**src/rtl/gpio_irq_pkg.sv**
```systemverilog
package gpio_irq_pkg;

    localparam int DATA_W   = 32;
    localparam int ADDR_W   = 3;
    localparam int MODE_W   = 3;
    localparam int SLOT_W   = 4;
    localparam int PER_WORD = DATA_W / SLOT_W;

    typedef logic [MODE_W-1:0] mode_t;

    typedef enum logic [MODE_W-1:0] {
        DET_FALL = 3'd0,
        DET_RISE = 3'd1,
        DET_LOW  = 3'd2,
        DET_HIGH = 3'd3,
        DET_BOTH = 3'd4
    } det_mode_e;

    typedef enum logic [ADDR_W-1:0] {
        A_ENABLE  = 3'd0,
        A_MASKSET = 3'd1,
        A_MASKCLR = 3'd2,
        A_STATUS  = 3'd3,
        A_ACK     = 3'd4,
        A_MODE_LO = 3'd5,
        A_MODE_HI = 3'd6
    } reg_addr_e;

    typedef struct packed {
        logic enable;
        logic mask_set;
        logic mask_clr;
        logic ack;
        logic mode_lo;
        logic mode_hi;
    } wr_dec_t;

    function automatic wr_dec_t decode_write(logic we, logic [ADDR_W-1:0] addr);
        wr_dec_t d;
        d.enable   = we && (addr == A_ENABLE);
        d.mask_set = we && (addr == A_MASKSET);
        d.mask_clr = we && (addr == A_MASKCLR);
        d.ack      = we && (addr == A_ACK);
        d.mode_lo  = we && (addr == A_MODE_LO);
        d.mode_hi  = we && (addr == A_MODE_HI);
        return d;
    endfunction

    function automatic logic pin_event(mode_t mode, logic cur, logic prv);
        case (mode)
            DET_FALL: return prv & ~cur;
            DET_RISE: return cur & ~prv;
            DET_LOW:  return ~cur;
            DET_HIGH: return cur;
            DET_BOTH: return cur ^ prv;
            default:  return 1'b0;
        endcase
    endfunction

endpackage

```
**src/rtl/gpio_irq_sync.sv**
```systemverilog
module gpio_irq_sync #(
    parameter int WIDTH = 12
) (
    input  logic             clk,
    input  logic             rst,
    input  logic [WIDTH-1:0] d,
    output logic [WIDTH-1:0] q,
    output logic [WIDTH-1:0] q_prev
);
    logic [WIDTH-1:0] meta_q;
    logic [WIDTH-1:0] sync_q;
    logic [WIDTH-1:0] hist_q;

    always_ff @(posedge clk) begin
        if (rst) begin
            meta_q <= '0;
            sync_q <= '0;
            hist_q <= '0;
        end else begin
            meta_q <= d;
            sync_q <= meta_q;
            hist_q <= sync_q;
        end
    end

    assign q      = sync_q;
    assign q_prev = hist_q;

endmodule

```
**src/rtl/gpio_irq_detect.sv**
```systemverilog
module gpio_irq_detect
    import gpio_irq_pkg::*;
#(
    parameter int NPINS = 12
) (
    input  logic [NPINS-1:0]             cur,
    input  logic [NPINS-1:0]             prev,
    input  logic [NPINS-1:0][MODE_W-1:0] modes,
    input  logic [NPINS-1:0]             enable,
    output logic [NPINS-1:0]             evt
);
    for (genvar p = 0; p < NPINS; p++) begin : g_pin
        assign evt[p] = enable[p] & pin_event(modes[p], cur[p], prev[p]);
    end
endmodule

```
**src/rtl/gpio_irq_regs.sv**
```systemverilog
module gpio_irq_regs
    import gpio_irq_pkg::*;
#(
    parameter int NPINS = 12
) (
    input  logic                         clk,
    input  logic                         rst,
    input  logic                         bus_we,
    input  logic [ADDR_W-1:0]            bus_addr,
    input  logic [DATA_W-1:0]            bus_wdata,
    output logic [DATA_W-1:0]            bus_rdata,
    input  logic [NPINS-1:0]             evt,
    output logic [NPINS-1:0]             enable,
    output logic [NPINS-1:0]             mask,
    output logic [NPINS-1:0]             pending,
    output logic [NPINS-1:0][MODE_W-1:0] modes
);
    wr_dec_t          wr;
    logic [NPINS-1:0] wbits;
    logic [NPINS-1:0] ack_bits;
    logic [NPINS-1:0] en_q, mask_q, pend_q;
    logic [NPINS-1:0][MODE_W-1:0] mode_q;
    logic [DATA_W-1:0] mode_lo_w, mode_hi_w;

    assign wr       = decode_write(bus_we, bus_addr);
    assign wbits    = bus_wdata[NPINS-1:0];
    assign ack_bits = wr.ack ? wbits : '0;

    always_ff @(posedge clk) begin
        if (rst) begin
            en_q   <= '0;
            mask_q <= '0;
            pend_q <= '0;
        end else begin
            if (wr.enable)   en_q <= wbits;
            if (wr.mask_set) mask_q <= mask_q | wbits;
            if (wr.mask_clr) mask_q <= mask_q & ~wbits;
            pend_q <= (pend_q & ~ack_bits) | evt;
        end
    end

    for (genvar p = 0; p < NPINS; p++) begin : g_mode
        localparam int SLOT = p % PER_WORD;
        localparam bit HIGH = (p >= PER_WORD);
        always_ff @(posedge clk) begin
            if (rst) begin
                mode_q[p] <= '0;
            end else if (HIGH ? wr.mode_hi : wr.mode_lo) begin
                mode_q[p] <= bus_wdata[SLOT*SLOT_W +: MODE_W];
            end
        end
    end

    always_comb begin
        mode_lo_w = '0;
        mode_hi_w = '0;
        for (int p = 0; p < NPINS; p++) begin
            if (p < PER_WORD) mode_lo_w[(p % PER_WORD)*SLOT_W +: MODE_W] = mode_q[p];
            else              mode_hi_w[(p % PER_WORD)*SLOT_W +: MODE_W] = mode_q[p];
        end
    end

    always_comb begin
        bus_rdata = '0;
        case (bus_addr)
            A_ENABLE:            bus_rdata = DATA_W'(en_q);
            A_MASKSET, A_MASKCLR: bus_rdata = DATA_W'(mask_q);
            A_STATUS:            bus_rdata = DATA_W'(pend_q);
            A_MODE_LO:           bus_rdata = mode_lo_w;
            A_MODE_HI:           bus_rdata = mode_hi_w;
            default:             bus_rdata = '0;
        endcase
    end

    assign enable  = en_q;
    assign mask    = mask_q;
    assign pending = pend_q;
    assign modes   = mode_q;

    AST_ACK_CLEARS: assert property (@(posedge clk) disable iff (rst)
        wr.ack |=> ((pend_q & $past(wbits & ~evt)) == '0));
    AST_EVENT_WINS: assert property (@(posedge clk) disable iff (rst)
        (evt != '0) |=> ((pend_q & $past(evt)) == $past(evt)));
    AST_MASK_SET: assert property (@(posedge clk) disable iff (rst)
        wr.mask_set |=> ((mask_q & $past(wbits)) == $past(wbits)));
    AST_MASK_CLR: assert property (@(posedge clk) disable iff (rst)
        wr.mask_clr |=> ((mask_q & $past(wbits)) == '0));
    AST_UPPER_ZERO: assert property (@(posedge clk) disable iff (rst)
        (bus_addr != A_MODE_LO && bus_addr != A_MODE_HI) |->
            (bus_rdata[DATA_W-1:NPINS] == '0));

endmodule

```
**src/rtl/gpio_irq_ctrl.sv**
```systemverilog
module gpio_irq_ctrl
    import gpio_irq_pkg::*;
#(
    parameter int NPINS = 12
) (
    input  logic              clk,
    input  logic              rst,
    input  logic [NPINS-1:0]  pin_i,
    input  logic              bus_we,
    input  logic [ADDR_W-1:0] bus_addr,
    input  logic [DATA_W-1:0] bus_wdata,
    output logic [DATA_W-1:0] bus_rdata,
    output logic              irq_o
);
    // NPINS may range from 1 to 2*PER_WORD (two mode words).
    logic [NPINS-1:0] pin_cur, pin_prev, evt, enable, mask, pending;
    logic [NPINS-1:0][MODE_W-1:0] modes;
    logic irq_q;

    gpio_irq_sync #(.WIDTH(NPINS)) i_sync (
        .clk(clk), .rst(rst), .d(pin_i), .q(pin_cur), .q_prev(pin_prev)
    );

    gpio_irq_detect #(.NPINS(NPINS)) i_detect (
        .cur(pin_cur), .prev(pin_prev), .modes(modes), .enable(enable), .evt(evt)
    );

    gpio_irq_regs #(.NPINS(NPINS)) i_regs (
        .clk(clk), .rst(rst), .bus_we(bus_we), .bus_addr(bus_addr),
        .bus_wdata(bus_wdata), .bus_rdata(bus_rdata), .evt(evt),
        .enable(enable), .mask(mask), .pending(pending), .modes(modes)
    );

    always_ff @(posedge clk) begin
        if (rst) irq_q <= 1'b0;
        else     irq_q <= |(pending & ~mask);
    end

    assign irq_o = irq_q;

    AST_IRQ_QUIET: assert property (@(posedge clk) disable iff (rst)
        ((pending & ~mask) == '0) |=> !irq_o);
    AST_IRQ_CAUSE: assert property (@(posedge clk) disable iff (rst)
        $rose(irq_o) |-> $past((pending & ~mask) != '0));
    AST_DISABLED_SILENT: assert property (@(posedge clk) disable iff (rst)
        ((pending & ~$past(pending) & ~$past(enable)) == '0));

endmodule

```
**config.mk**
```make
export PLATFORM = sky130hd
export DESIGN_NAME = gpio_irq_ctrl
export DESIGN_NICKNAME = d
export VERILOG_FILES = /design/src/rtl/gpio_irq_pkg.sv /design/src/rtl/gpio_irq_sync.sv /design/src/rtl/gpio_irq_detect.sv /design/src/rtl/gpio_irq_regs.sv /design/src/rtl/gpio_irq_ctrl.sv
export SDC_FILE = /design/constraint.sdc
export NUM_CORES = 1
export LEC_CHECK = 0
export BUFFER_PORTS_ARGS = -buffer_cell sky130_fd_sc_hd__buf_2
export CORE_MARGIN = 1
export CORE_UTILIZATION = 57
export CTS_CLUSTER_DIAMETER = 30
export DETAILED_ROUTE_END_ITERATION = 16
export HOLD_SLACK_MARGIN = 0.02
export PLACE_DENSITY = 0.9
export SYNTH_ARGS = -nofsm -noshare
export SYNTH_HDL_FRONTEND = slang
export SYNTH_HIERARCHICAL = 1
export SYNTH_SLANG_ARGS = --single-unit
```
**constraint.sdc**
```tcl
create_clock -name clk -period 1.8 [get_ports clk]
set_input_delay 0.09 -clock clk [delete_from_list [all_inputs] [get_ports clk]]
set_output_delay 0.09 -clock clk [all_outputs]
set_load 0.02 [all_outputs]
```
==> flow_metrics.env <==
export IMPL_finalCriticalPeriod_ps=1640
export IMPL_grt_ovfl_total=0
export IMPL_use_met1_pct=34.7
export IMPL_antenna_cells=0
export IMPL_numPortBuffers=72
export IMPL_hp_start="rst"
export IMPL_slowest_delay_ps=430
export IMPL_ant_nets=0
export IMPL_grt_max_degree=45
export IMPL_power_w=0.00444
export IMPL_tritoncts="built"
export IMPL_syn_area_per_cell_um2=8.32
export IMPL_yosysWarnings=6
export IMPL_worstReg2RegStart="i_sync/q[8]"
export IMPL_worst_ep_arrival_time_ps=1550
export IMPL_holdCritPathClass="in2reg"
export IMPL_worst_clock_skew_ps=10.1
export IMPL_hpwl_um=9590
export IMPL_postSynthCellCount=652
export IMPL_gp_congestion=0.911
export IMPL_ir_worst_vdd_mv=0.441
export IMPL_cts_setup_buffers=0
export IMPL_dr_pass1_iters=7
export IMPL_clkSinkCount=109
export IMPL_worst_path_max_delay_cell="buf_2"
export IMPL_htreeDepth=3
export IMPL_crit_fanout=26
export IMPL_fmax_mhz=611
export IMPL_end_kind="primary output"
export IMPL_root_buffer="clkbuf_8"
export IMPL_final_nets=830
export IMPL_vias=5046
export IMPL_cts_resized=0
export IMPL_grt_use_met2_pct=51.4
export IMPL_io_pins=83
export IMPL_clock_latency_ps=370
export IMPL_critPathMostFrequentCell="buf_2"
export IMPL_grt_use_total_pct=29.5
export IMPL_drive_gt1_share_pct=16.1
export IMPL_powerDensity_nw_per_um2=686
export IMPL_synth_edf_count=0
export IMPL_yosys_register_bits=109
export IMPL_cts_hold_buffers=39
export IMPL_rows=35
export IMPL_core_area_um2=9240
export IMPL_die_w_um=99.6
export IMPL_final_common_cell="nand2_1"
export IMPL_tightest_slew_ps=540
export IMPL_slew_violations=0
export IMPL_layout_common_cells="nand2_1, dfxtp_1, a21oi_1"
export IMPL_cap_violations=0
export IMPL_dp_cells=835
export IMPL_slew_headroom_pct=64.0
export IMPL_synthFlopType="dfxtp_1"
export IMPL_clkTransAtPathRegs_ps=100
export IMPL_yosysSeqAreaShare_pct=40.2
export IMPL_drt_iter0_markers=491
export IMPL_hold_violations=0
export IMPL_die_h_um=99.6
export IMPL_ys_async_sr_fraction_pct=0
export IMPL_antenna_found_initial=0
export IMPL_finalCritPeriodShare_pct=90.9
export IMPL_setup_tns_ps=0
export IMPL_crit_required_ps=1710
export IMPL_die_area_um2=9910
export IMPL_cts_buffers=9
export IMPL_routed_wl_um=14100
export IMPL_grt_setup_unrepaired="false"
export IMPL_synth_cell_types=43
export IMPL_finalSetupViolations=0
export IMPL_cp_start_kind="input port"
export IMPL_cts_buffer_depth=2
export IMPL_power_leakage_nw=2.57
export IMPL_route_detailed_drc=0
export IMPL_worstSetupPathType="in2out"
export IMPL_use_met3_pct=6.89
export IMPL_top_usage_layer="met2"
export IMPL_initial_core_util_pct=58.7
export IMPL_via_per_inst=5.68
export IMPL_stdcell_count=888
export IMPL_crit_chain="buf_2, xnor2_1, nor2_2, o2bb2ai_1, buf_2"
export IMPL_status="completed"
export IMPL_startpoint="bus_addr[1]"
export IMPL_fin_util_pct=70.0
export IMPL_grt_pass1_vias=4909
export IMPL_syn_cell_area_um2=5430
export IMPL_area_delta_synth_final_pct=19.2
export IMPL_grt_first_pass_wirelength_um=23000
export IMPL_wl_per_cell_um=15.9
-- per-stage QoR --
stage | worst slack (ps) | hold slack, ps | area (um2)
after floorplan | 518 | 159 | 5440
after CTS | 221 | 31.3 | 6470
after global routing | 124 | 36.9 | 6470
final | 163 | 50.1 | 6470
after global placement | 287 | 296 | 5910
after detailed placement | 235 | 305 | 5910
-- area by class of cell --
| class | count | area [um2] |
|---|---|---|
| fillers | 723 | 2770 |
| clock inverters | 5 | 45.0 |
| well taps | 129 | 161 |
| repair buffers | 130 | 921 |
| inverters | 53 | 199 |
| multi-input cells | 453 | 2830 |
| clock buffers | 9 | 124 |
| flip-flops and latches | 109 | 2180 |
-- report_power, final --
part           internal, W  switching, W
combinational     0.000249      0.000315
sequential         0.00248     0.0000616
clock             0.000511      0.000823
total              0.00324       0.00120
-- worst paths after layout --
kind,end,slack [ps],cells after the start
setup / recovery,bus_rdata[2],160,5
hold / removal,i_regs/enable[10],50,2
setup reg to reg,i_regs/pending[8],310,7
hold reg to reg,i_sync/q[9],440,1
-- Yosys cell counts, types with 9 or more instances --
library cell    n  area, um2
o2bb2ai_1       9       78.8
mux2i_1        11        110
ha_1           24        300
nor4b_1        12        105
and3_1         12       75.1
dfxtp_1       109       2180
nand2_1       120        450
a21oi_1        72        360
o21a_1         12       90.1
buf_2          18       90.1
o21ai_0        16       80.1
nor2b_1        49        307
clkbuf_1       12       45.0
nor3_1         18       90.1
inv_1          53        199
a221oi_1       18        158
-- routing by layer --
layer / up-vias / share of wire (%) / wire length [um]
li1: 2404 / - / -
met1: 2349 / 39 / 5510
met2: 241 / 49 / 6900
met3: 52 / 8.5 / 1200
met4: 0 / 3.4 / 472
met5: - / 0 / 0
-- logic make-up after synthesis --
group / after synthesis / share of synthesized area [%]
AND/OR/NAND/NOR: 249 / 24.3
buffers and inverters: 94 / 7.82
flip-flops: 109 / 40.2
AO/OA/AOI/OAI: 145 / 16.7
adder cells (fa/ha/maj): 24 / 5.54
XOR/XNOR: 13 / 2.10
multiplexers: 17 / 3.27
other: 1 / 0.0691
-- critical path: cells and delay by family --
kind	cells	cell delay, ps
buffers and inverters	2	640
AO/OA/AOI/OAI	1	210
XOR/XNOR	1	200
AND/OR/NAND/NOR	1	400
No activity file was read; power rests on OpenSTA's default activity.
